<file path="src/rtl/cwd_pkg.sv">
package cwd_pkg;
   typedef enum logic [1:0] {
      PS_CTRL   = 2'd0,
      PS_PAIR   = 2'd1,
      PS_STREAM = 2'd2
   } parse_st_t;

   localparam int CONT_BIT = 7;
   localparam int DEST_BIT = 6;
   localparam int BYTE_W   = 8;
endpackage

</file>
<file path="src/rtl/cwd_parser.sv">
module cwd_parser
   import cwd_pkg::*;
(
   input  logic              clk,
   input  logic              rst_n,
   input  logic              byte_vld,
   input  logic [BYTE_W-1:0] byte_in,
   input  logic              frame_end,
   output logic              data_fire,
   output logic              data_to_ram,
   output parse_st_t         state_o
);
   parse_st_t state_q;
   logic      dest_q;
   logic      take;

   assign take        = byte_vld && !frame_end;
   assign data_fire   = take && (state_q != PS_CTRL);
   assign data_to_ram = dest_q;
   assign state_o     = state_q;

   always_ff @(posedge clk or negedge rst_n) begin
      if (!rst_n) begin
         state_q <= PS_CTRL;
         dest_q  <= 1'b0;
      end else if (frame_end) begin
         state_q <= PS_CTRL;
      end else if (take) begin
         unique case (state_q)
            PS_CTRL: begin
               dest_q  <= byte_in[DEST_BIT];
               state_q <= byte_in[CONT_BIT] ? PS_PAIR : PS_STREAM;
            end
            PS_PAIR:   state_q <= PS_CTRL;
            PS_STREAM: state_q <= PS_STREAM;
            default:   state_q <= PS_CTRL;
         endcase
      end
   end

   a_r2_pair_back: assert property (@(posedge clk) disable iff (!rst_n)
      (state_q == PS_PAIR && take) |=> (state_q == PS_CTRL));
   a_r3_stream_hold: assert property (@(posedge clk) disable iff (!rst_n)
      (state_q == PS_STREAM && take) |=> (state_q == PS_STREAM));
   a_r10_frame_reset: assert property (@(posedge clk) disable iff (!rst_n)
      frame_end |=> (state_q == PS_CTRL));
   a_r2_ctrl_leaves: assert property (@(posedge clk) disable iff (!rst_n)
      (state_q == PS_CTRL && take) |=> (state_q != PS_CTRL));
endmodule

</file>
<file path="src/rtl/cwd_ptr.sv">
module cwd_ptr #(
   parameter int ADDR_W    = 10,
   parameter int LAST_ADDR = 863
) (
   input  logic              clk,
   input  logic              rst_n,
   input  logic              adv,
   input  logic              load,
   input  logic [ADDR_W-1:0] load_val,
   output logic [ADDR_W-1:0] ptr
);
   localparam logic [ADDR_W-1:0] LAST = LAST_ADDR[ADDR_W-1:0];

   if (ADDR_W < 1 || ADDR_W > 16) begin : g_bad_width
      $error("cwd_ptr: ADDR_W out of range");
   end
   if (LAST_ADDR < 0 || LAST_ADDR >= (1 << ADDR_W)) begin : g_bad_last
      $error("cwd_ptr: LAST_ADDR does not fit ADDR_W");
   end

   logic [ADDR_W-1:0] nxt;

   if (LAST_ADDR == (1 << ADDR_W) - 1) begin : g_natural_wrap
      assign nxt = ptr + 1'b1;
   end else begin : g_compare_wrap
      assign nxt = (ptr == LAST) ? '0 : ptr + 1'b1;
   end

   always_ff @(posedge clk or negedge rst_n) begin
      if (!rst_n)    ptr <= '0;
      else if (load) ptr <= load_val;
      else if (adv)  ptr <= nxt;
   end

   a_r7_step: assert property (@(posedge clk) disable iff (!rst_n)
      (adv && !load && ptr != LAST) |=> (ptr == $past(ptr) + 1'b1));
   a_r8_wrap: assert property (@(posedge clk) disable iff (!rst_n)
      (adv && !load && ptr == LAST) |=> (ptr == '0));
   a_r9_load: assert property (@(posedge clk) disable iff (!rst_n)
      load |=> (ptr == $past(load_val)));
   a_r9_load_range: assert property (@(posedge clk) disable iff (!rst_n)
      load |-> (load_val <= LAST));
   a_r10_hold: assert property (@(posedge clk) disable iff (!rst_n)
      (!adv && !load) |=> $stable(ptr));
endmodule

</file>
<file path="src/rtl/cwd_steer.sv">
module cwd_steer
   import cwd_pkg::*;
#(
   parameter int ADDR_W = 10
) (
   input  logic              clk,
   input  logic              rst_n,
   input  logic              fire,
   input  logic              to_ram,
   input  logic [BYTE_W-1:0] byte_in,
   input  logic [ADDR_W-1:0] ptr,
   output logic              adv,
   output logic              cmd_valid,
   output logic [BYTE_W-1:0] cmd_byte,
   output logic              ram_we,
   output logic [ADDR_W-1:0] ram_addr,
   output logic [BYTE_W-1:0] ram_wdata
);
   assign adv = fire && to_ram;

   always_ff @(posedge clk or negedge rst_n) begin
      if (!rst_n) begin
         cmd_valid <= 1'b0;
         cmd_byte  <= '0;
         ram_we    <= 1'b0;
         ram_addr  <= '0;
         ram_wdata <= '0;
      end else begin
         cmd_valid <= fire && !to_ram;
         ram_we    <= adv;
         if (fire && !to_ram) cmd_byte <= byte_in;
         if (adv) begin
            ram_addr  <= ptr;
            ram_wdata <= byte_in;
         end
      end
   end

   a_r6_exclusive: assert property (@(posedge clk) disable iff (!rst_n)
      $onehot0({cmd_valid, ram_we}));
   a_r6_one_per_byte: assert property (@(posedge clk) disable iff (!rst_n)
      fire |=> $countones({cmd_valid, ram_we}) == 1);
   a_r5_silent: assert property (@(posedge clk) disable iff (!rst_n)
      !fire |=> !(cmd_valid || ram_we));
   a_r7_addr: assert property (@(posedge clk) disable iff (!rst_n)
      adv |=> (ram_addr == $past(ptr)));
endmodule

</file>
<file path="src/rtl/cw_stream_decoder.sv">
module cw_stream_decoder
   import cwd_pkg::*;
#(
   parameter int ADDR_W    = 10,
   parameter int LAST_ADDR = 863
) (
   input  logic              clk,
   input  logic              rst_n,
   input  logic              wr_valid,
   input  logic [7:0]        wr_byte,
   input  logic              frame_end,
   input  logic              rd_req,
   input  logic [7:0]        status_in,
   output logic              rd_valid,
   output logic [7:0]        rd_data,
   input  logic              ptr_load,
   input  logic [ADDR_W-1:0] ptr_load_val,
   output logic              cmd_valid,
   output logic [7:0]        cmd_byte,
   output logic              ram_we,
   output logic [ADDR_W-1:0] ram_addr,
   output logic [7:0]        ram_wdata
);
   logic              fire;
   logic              to_ram;
   logic              adv;
   logic [ADDR_W-1:0] ptr;
   parse_st_t         pstate;

   cwd_parser u_parser (
      .clk         (clk),
      .rst_n       (rst_n),
      .byte_vld    (wr_valid),
      .byte_in     (wr_byte),
      .frame_end   (frame_end),
      .data_fire   (fire),
      .data_to_ram (to_ram),
      .state_o     (pstate)
   );

   cwd_ptr #(.ADDR_W(ADDR_W), .LAST_ADDR(LAST_ADDR)) u_ptr (
      .clk      (clk),
      .rst_n    (rst_n),
      .adv      (adv),
      .load     (ptr_load),
      .load_val (ptr_load_val),
      .ptr      (ptr)
   );

   cwd_steer #(.ADDR_W(ADDR_W)) u_steer (
      .clk       (clk),
      .rst_n     (rst_n),
      .fire      (fire),
      .to_ram    (to_ram),
      .byte_in   (wr_byte),
      .ptr       (ptr),
      .adv       (adv),
      .cmd_valid (cmd_valid),
      .cmd_byte  (cmd_byte),
      .ram_we    (ram_we),
      .ram_addr  (ram_addr),
      .ram_wdata (ram_wdata)
   );

   always_ff @(posedge clk or negedge rst_n) begin
      if (!rst_n) begin
         rd_valid <= 1'b0;
         rd_data  <= '0;
      end else begin
         rd_valid <= rd_req;
         if (rd_req) rd_data <= status_in;
      end
   end

   a_r11_status: assert property (@(posedge clk) disable iff (!rst_n)
      rd_req |=> (rd_valid && rd_data == $past(status_in)));
   a_r11_pulse: assert property (@(posedge clk) disable iff (!rst_n)
      !rd_req |=> !rd_valid);
   a_r10_drop: assert property (@(posedge clk) disable iff (!rst_n)
      frame_end |=> !(cmd_valid || ram_we));
   a_r1_state_legal: assert property (@(posedge clk) disable iff (!rst_n)
      pstate != 2'd3);
endmodule

</file>
<file path="config.mk">
export PLATFORM = sky130hd
export DESIGN_NAME = cw_stream_decoder
export DESIGN_NICKNAME = d
export VERILOG_FILES = /design/src/rtl/cwd_pkg.sv /design/src/rtl/cwd_parser.sv /design/src/rtl/cwd_ptr.sv /design/src/rtl/cwd_steer.sv /design/src/rtl/cw_stream_decoder.sv
export SDC_FILE = /design/constraint.sdc
export NUM_CORES = 1
export LEC_CHECK = 0
export ABC_CLOCK_PERIOD_IN_PS = 2000
export CAP_MARGIN = 5
export CORE_MARGIN = 3
export CORE_UTILIZATION = 30
export CTS_BUF_LIST = sky130_fd_sc_hd__clkbuf_4 sky130_fd_sc_hd__clkbuf_8
export DETAILED_ROUTE_END_ITERATION = 7
export SETUP_SLACK_MARGIN = 0.05
export SLEW_MARGIN = 40
export SYNTH_ARGS = -nofsm -noshare
export SYNTH_HDL_FRONTEND = slang
export SYNTH_SLANG_ARGS = --single-unit
</file>
<file path="constraint.sdc">
create_clock -name clk -period 2 [get_ports clk]
set_input_delay 0.4 -clock clk [delete_from_list [all_inputs] [get_ports clk]]
set_output_delay 0.4 -clock clk [all_outputs]
set_load 0.03 [all_outputs]
</file>
==> results.md, run 1 <==
| Metric | This run |
|:---|:---|
| Synthesis-stage register bit count | 50 |
| Maximum fanout count along the critical path | 6 |
| Leading cell types in the layout, fill and taps excluded | 67 x sky130_fd_sc_hd__clkdlybuf4s50_1, 58 x sky130_fd_sc_hd__nand2_1, 50 x sky130_fd_sc_hd__dfrtp_1 |
| Setup WS post-layout | 0.2261 ns |
| Total power per unit cell area | 1114 nW/um2 |
| Headroom to the max-slew limit | 0.7330 |
| Clock slew seen by the registers of the worst setup and hold paths | 0.09 ns |
| Most common library cell in the layout ignoring fill and taps | sky130_fd_sc_hd__clkdlybuf4s50_1 |
| Starting DRT DRC Count | 47 |
| Via count of the first global-routing pass | 1572 |
| Quantity of hold-fixing buffers added after cts | 0 |
| Average cell area after synthesis | 10.74 um2 |
| Leakage dissipation | 1.380 nW |
| Number of clock buffers inserted by TritonCTS | 5 |
| Overall power of the completed layout | 3.526 mW |
| Y dimension of the die | 91.04 um |
| Switching power as a share of total power | 0.3574 |
| Syn. warnings | 0 |
| Clock latency on the worst-skew pair | 0.30 ns |
| Number of buffers inserted by post-CTS setup repair | 0 |
| Placer Congestion | 0.8060 |
| Fin crit share | 0.8870 |
| Required time of the critical path | 2.17 ns |
| Fin Clk Skew | 0.007201 ns |
| List of cells traversed by the critical path | ha_1, and4_4, nand4_1, a2111oi_0, nor3_1 |
| Half-perimeter wire length of the detailed placement result | 3.517 mm |
| Crit-path slowest cell | sky130_fd_sc_hd__a2111oi_0 |
| Pin count of the biggest net entering global routing | 51 |
| Number of distinct library cells after synthesis | 41 |
| Proportion of layout cells with a drive suffix above 1 | 0.1731 |
| Post-Place Worst Slack | -0.03054 ns |
| Count of max-cap constraint violations | 0 |
| Count of final max-slew check failures | 0 |
| Htree depth | 2 |
| Post-route minimum period | 1.774 ns |
| Clock group share of total power | 0.203 |
| Layout overhead on the synthesized area | 45.85% |
| Peak Freq | 563.7 MHz |
| R2R Path Start | u_ptr.ptr[0] |
| Global-route wire length before repair | 7.907 mm |
| Final-stage net count | 315 |
| Largest area contributor in the synthesized netlist | sky130_fd_sc_hd__dfrtp_1 |
| Critical path start-end classification | reg2reg |
| Wire length after detailed routing | 4.853 mm |
| Relative contribution of combinational cells to total power | 0.392 |
| Number of hold violations in the final report | 0 |
| Pint | 2.266 mW |
| Routed wire length per instance | 12.80 um |
| Crit end category | register |
| Cell row count | 30 |
| RSZ-0062 raised after global routing | false |
| Buffers from clock root to sink, at most | 2 |
| Share of synthesized area occupied by flip-flops and latches | 0.5767 |
| Setup violation total in the final timing report | 0 |
| Mapped Nets | 235 |
| Chip Width | 91.04 um |
| Crit-path max cell delay | 0.45 ns |
| Die footprint | 8288 um2 |
| Combined global-route utilization of all metal layers | 0.1186 |
| Seq pwr share | 0.406 |
| Number of clock sinks | 50 |
| Top cell type's share of synthesized area | 0.5767 |
| Detail-routed via count per cell | 4.443 |
| Diodes inserted | 0 |
| CTS tree | built |
| Overall overflow remaining after global route | 0 |
| Critical path arrival | 1.95 ns |
| I/O pins | 69 |
| Switching component of the power | 1.260 mW |
| Worst reg2reg path endpoint | u_ptr.ptr[3] |
| Total Negative Setup Slacks | 0 ns |
| IR Drop Worst-Case VDD | 0.5527 mV |
| Number of antenna violations at the first check in global routing | 0 |
| Post-synthesis instance total | 202 |
| Post-CTS sizing | 0 |
| Starting density of the core | 0.3141 |
| Register-to-Register Setup Slack | 0.23 ns |
| DRT Pass-1 Iters | 4 |
| Detail Route Antenna Nets | 0 |
| Post-Syn Area | 2170 um2 |
| Worst Reg-to-Reg Cells | 5 |
| Core region area | 6907 um2 |
| Vias | 1684 |
| Class of the tightest hold or removal check | in2async |
| Clock root buffer | sky130_fd_sc_hd__clkbuf_8 |
| Run status | complete, no violations |
| Worst setup SP type | register |
| Worst-margin pin slew | 0.3905 ns |
| Cell types occupying the most area after synthesis | sky130_fd_sc_hd__dfrtp_1 58%, sky130_fd_sc_hd__nand2_1 10%, sky130_fd_sc_hd__mux2_2 8.8% |
| Port Buffer Count | 68 |
| DRC Markers | 0 |
==> cells in the mapped netlist, drive strengths merged <==
cell and n:
nand2 58, dfrtp 50, mux2 17, nand3 10
buf 6, nor2 6, a21oi 5, nand4 5
o21ai 5, clkbuf 4, inv 4, a211oi 2
a2bb2oi 2, a31oi 2, and3 2, and4 2
nor3b 2, o211ai 2, or2 2, xor2 2
a2111o 1, a2111oi 1, and2b 1, ha 1
nand2b 1, nand3b 1, nor3 1, nor4b 1
o211a 1, o22ai 1, o31ai 1, o32ai 1
or4 1, or4b 1
==> power groups by stage <==
stage / clock network (mW) / registers (mW) / logic (mW)
2_1_floorplan: 0 / 1.91 / 0.279
3_5_place_dp: 0 / 1.45 / 1.40
6_report: 0.714 / 1.43 / 1.38
5_1_grt: 0.780 / 1.47 / 1.47
3_3_place_gp: 0 / 1.45 / 1.38
4_1_cts: 0.747 / 1.44 / 1.40
==> worst max-delay path: cells and delay by family (launching register included) <==
family	cells	cell delay, ns
and+or+nand+nor	3	0.56
AOI/OAI and AO/OA	1	0.45
DFF	1	0.44
adders and majority gates	1	0.22
==> per-layer routing <==
metal	vias to the layer above	global-route usage	share of wire
met3	2	0.04060	0.067
met1	787	0.1611	0.47
met4	0	0.04146	0.0072
met2	44	0.1760	0.45
li1	851	-	-
met5	-	0	0
==> cells by family after synthesis <==
kind of cell    count (synthesis)  synth area share
fa+ha+maj                       1          0.005766
simple gates                   94            0.2157
mux                            17           0.08823
buf+inv                        14           0.03056
xor+xnor                        2          0.008075
compound gates                 24           0.07497
flops                          50            0.5767
==> area by class of cell <==
cell class / instances / area, um2
well taps: 96 / 120.1
fillers: 691 / 3742
repair buffers: 83 / 813.3
clock buffers: 5 / 68.82
inverters: 4 / 15.01
multi-input cells: 138 / 852.1
clock inverters: 3 / 43.79
flip-flops and latches: 50 / 1251
==> worst max path at each step <==
| stage | endpoint | cells past startpoint | slack, ns | startpoint |
|---|---|---|---|---|
| final | u_ptr.ptr[3] | 5 | 0.23 | u_ptr.ptr[0] |
| after CTS | cmd_byte[4] | 1 | 0.22 | u_steer.cmd_byte[4] |
| after detailed placement | u_ptr.ptr[7] | 6 | -0.03 | frame_end |
| after global placement | u_ptr.ptr[7] | 6 | -0.02 | frame_end |
| after floorplan | u_ptr.ptr[9] | 5 | 0.45 | u_ptr.ptr[0] |
| after global routing | u_ptr.ptr[3] | 5 | 0.07 | u_ptr.ptr[1] |
==> sequential cells by signal (all words and copies together), names as in the netlist <==
signal                cells
u_ptr.ptr                10
u_steer.ram_addr         10
rd_data                   8
u_steer.cmd_byte          8
u_steer.ram_wdata         8
u_parser.state_o          2
rd_valid                  1
u_parser.data_to_ram      1
u_steer.cmd_valid         1
u_steer.ram_we            1
==> per-stage QoR <==
step,instance area [um2],hold slack (ns),instances,utilization
after CTS,3164,0.07278,379,0.4582
after detailed placement,3052,0.4129,371,0.4418
after global routing,3164,0.07740,379,0.4582
after floorplan,2170,0.1044,202,-
after global placement,3052,0.4161,371,0.4418
final,3164,0.06341,379,0.4582
Note: power is estimated with default switching activity, not from simulation.
==> run 2: changes to the inputs <==
PLACE_DENSITY = 0.58   (was default)
==> run 2 against run 1 <==
Effect of this change:
- fmax increased by 0.55%
- die area unchanged
- core utilization decreased by 0.43 points
- total power decreased by 3.5%
- non-clock buffer count decreased by 1
- global-route usage increased by 0.60 points
- largest cell class unchanged
- largest power group unchanged
==> results.md, run 2 (same netlist as run 1, synthesis figures left out) <==
| Metric | This run |
|:---|:---|
| Diodes inserted | 0 |
| Final-stage net count | 314 |
| I/O pins | 69 |
| CTS tree | built |
| Fin crit share | 0.8821 |
| Core region area | 6907 um2 |
| Pin count of the biggest net entering global routing | 32 |
| Relative contribution of combinational cells to total power | 0.405 |
| Via count of the first global-routing pass | 1700 |
| Setup violation total in the final timing report | 0 |
| Number of antenna violations at the first check in global routing | 0 |
| Starting density of the core | 0.3141 |
| Overall overflow remaining after global route | 0 |
| Combined global-route utilization of all metal layers | 0.1246 |
| Worst Reg-to-Reg Cells | 5 |
| Post-route minimum period | 1.764 ns |
| Y dimension of the die | 91.04 um |
| Detail-routed via count per cell | 4.656 |
| Global-route wire length before repair | 8.424 mm |
| Leading cell types in the layout, fill and taps excluded | 67 x sky130_fd_sc_hd__clkdlybuf4s50_1, 58 x sky130_fd_sc_hd__nand2_1, 50 x sky130_fd_sc_hd__dfrtp_1 |
| Number of clock sinks | 50 |
| DRC Markers | 0 |
| Detail Route Antenna Nets | 0 |
| Critical path start-end classification | reg2reg |
| Total Negative Setup Slacks | 0 ns |
| Seq pwr share | 0.421 |
| DRT Pass-1 Iters | 5 |
| Headroom to the max-slew limit | 0.6683 |
| Cell row count | 30 |
| Clock group share of total power | 0.174 |
| Critical path arrival | 1.94 ns |
| Placer Congestion | 0.7218 |
| Required time of the critical path | 2.18 ns |
| Starting DRT DRC Count | 91 |
| Total power per unit cell area | 1086 nW/um2 |
| R2R Path Start | u_ptr.ptr[0] |
| Post-CTS sizing | 0 |
| Routed wire length per instance | 13.03 um |
| Htree depth | 2 |
| Post-Place Cell Area | 3044 um2 |
| Clock root buffer | sky130_fd_sc_hd__clkbuf_8 |
| Register-to-Register Setup Slack | 0.24 ns |
| Final cell area excluding filler cells | 3134 um2 |
| Die footprint | 8288 um2 |
| Proportion of layout cells with a drive suffix above 1 | 0.1702 |
| Vias | 1760 |
| Layout overhead on the synthesized area | 44.46% |
| Number of buffers inserted by post-CTS setup repair | 0 |
| Count of max-cap constraint violations | 0 |
| Number of hold violations in the final report | 0 |
| Half-perimeter wire length of the detailed placement result | 3.642 mm |
| Leakage dissipation | 1.365 nW |
| IR Drop Worst-Case VDD | 0.5667 mV |
| Largest registers | u_ptr.ptr: 10 flops, u_steer.ram_addr: 10 flops |
| Switching power as a share of total power | 0.3683 |
| Pint | 2.150 mW |
| Buffers from clock root to sink, at most | 2 |
| Port Buffer Count | 68 |
| Switching component of the power | 1.253 mW |
| Maximum fanout count along the critical path | 6 |
| Wire length after detailed routing | 4.925 mm |
| Quantity of hold-fixing buffers added after cts | 0 |
| Chip Width | 91.04 um |
| Worst-margin pin slew | 0.4976 ns |
| Most common library cell in the layout ignoring fill and taps | sky130_fd_sc_hd__clkdlybuf4s50_1 |
| Clock latency on the worst-skew pair | 0.30 ns |
| Number of clock buffers inserted by TritonCTS | 5 |
| Worst reg2reg path endpoint | u_ptr.ptr[3] |
| Count of final max-slew check failures | 0 |
| Clock slew seen by the registers of the worst setup and hold paths | 0.09 ns |
| Worst setup SP type | register |
| Crit end category | register |
| Run status | complete, no violations |
| Fin Clk Skew | 0.007454 ns |
| RSZ-0062 raised after global routing | false |
| Peak Freq | 566.8 MHz |
| Class of the tightest hold or removal check | in2async |
-- run 2: cell count changes in the layout (fill, tap and decap cells not counted) --
cell	before	now
sky130_fd_sc_hd__buf_4	13	12
sky130_fd_sc_hd__bufinv_16	1	0
sky130_fd_sc_hd__clkbuf_4	0	1
sky130_fd_sc_hd__clkinv_4	0	1
sky130_fd_sc_hd__inv_6	1	0
-- run 2: per-stage QoR --
stage | power, mW | utilization | hold slack (ns) | setup slack, ns | std cells
floorplan | 2.188 | - | 0.1044 | 0.4550 | 202
global placement | 2.841 | 0.4408 | 0.4009 | -0.02973 | 370
detailed placement | 2.853 | 0.4408 | 0.4011 | -0.07132 | 370
CTS | 3.461 | 0.4538 | 0.06877 | 0.2268 | 378
global route | 3.605 | 0.4538 | 0.08942 | 0.1118 | 378
finish | 3.404 | 0.4538 | 0.05408 | 0.2358 | 378
-- run 2: cell type report --
cell class | count | area, um2
clock buffers | 6 | 76.32
clock inverters | 2 | 13.76
fillers | 697 | 3772
inverters | 4 | 15.01
multi-input cells | 138 | 852.1
flip-flops and latches | 50 | 1251
well taps | 96 | 120.1
repair buffers | 82 | 805.8
-- run 2: power groups by stage --
| stage | clock network (mW) | logic (mW) | registers [mW] |
|---|---|---|---|
| 6_report | 0.592 | 1.38 | 1.43 |
| 5_1_grt | 0.657 | 1.47 | 1.47 |
| 4_1_cts | 0.622 | 1.40 | 1.44 |
| 3_5_place_dp | 0 | 1.39 | 1.46 |
| 3_3_place_gp | 0 | 1.38 | 1.46 |
| 2_1_floorplan | 0 | 0.279 | 1.91 |
-- run 2: critical path: stages (launching register included) --
cell and delay (ns):
sky130_fd_sc_hd__dfrtp_1 0.44, sky130_fd_sc_hd__ha_1 0.23, sky130_fd_sc_hd__and4_4 0.25, sky130_fd_sc_hd__nand4_1 0.20, sky130_fd_sc_hd__a2111oi_0 0.43, sky130_fd_sc_hd__nor3_1 0.09
-- run 2: how the worst max path moves through the flow --
stage / from / to / slack [ns]
final: u_ptr.ptr[0] / u_ptr.ptr[3] / 0.24
after global routing: u_ptr.ptr[0] / u_ptr.ptr[3] / 0.11
after CTS: u_steer.ram_addr[2] / ram_addr[2] / 0.23
after detailed placement: frame_end / u_ptr.ptr[3] / -0.07
after global placement: frame_end / u_ptr.ptr[3] / -0.03
after floorplan: u_ptr.ptr[0] / u_ptr.ptr[9] / 0.45
-- run 2: layer usage --
metal  share of wire  GRT usage
met4          0.0055    0.03015
met1            0.48     0.1733
met5               0          0
met2            0.45     0.1913
met3           0.061    0.03645
==> run 3: changes to the inputs <==
GPL_ROUTABILITY_DRIVEN = 1   (was default)
==> results of run 3 <==
The final DEF is identical to that of run 2; final timing and power are the same.
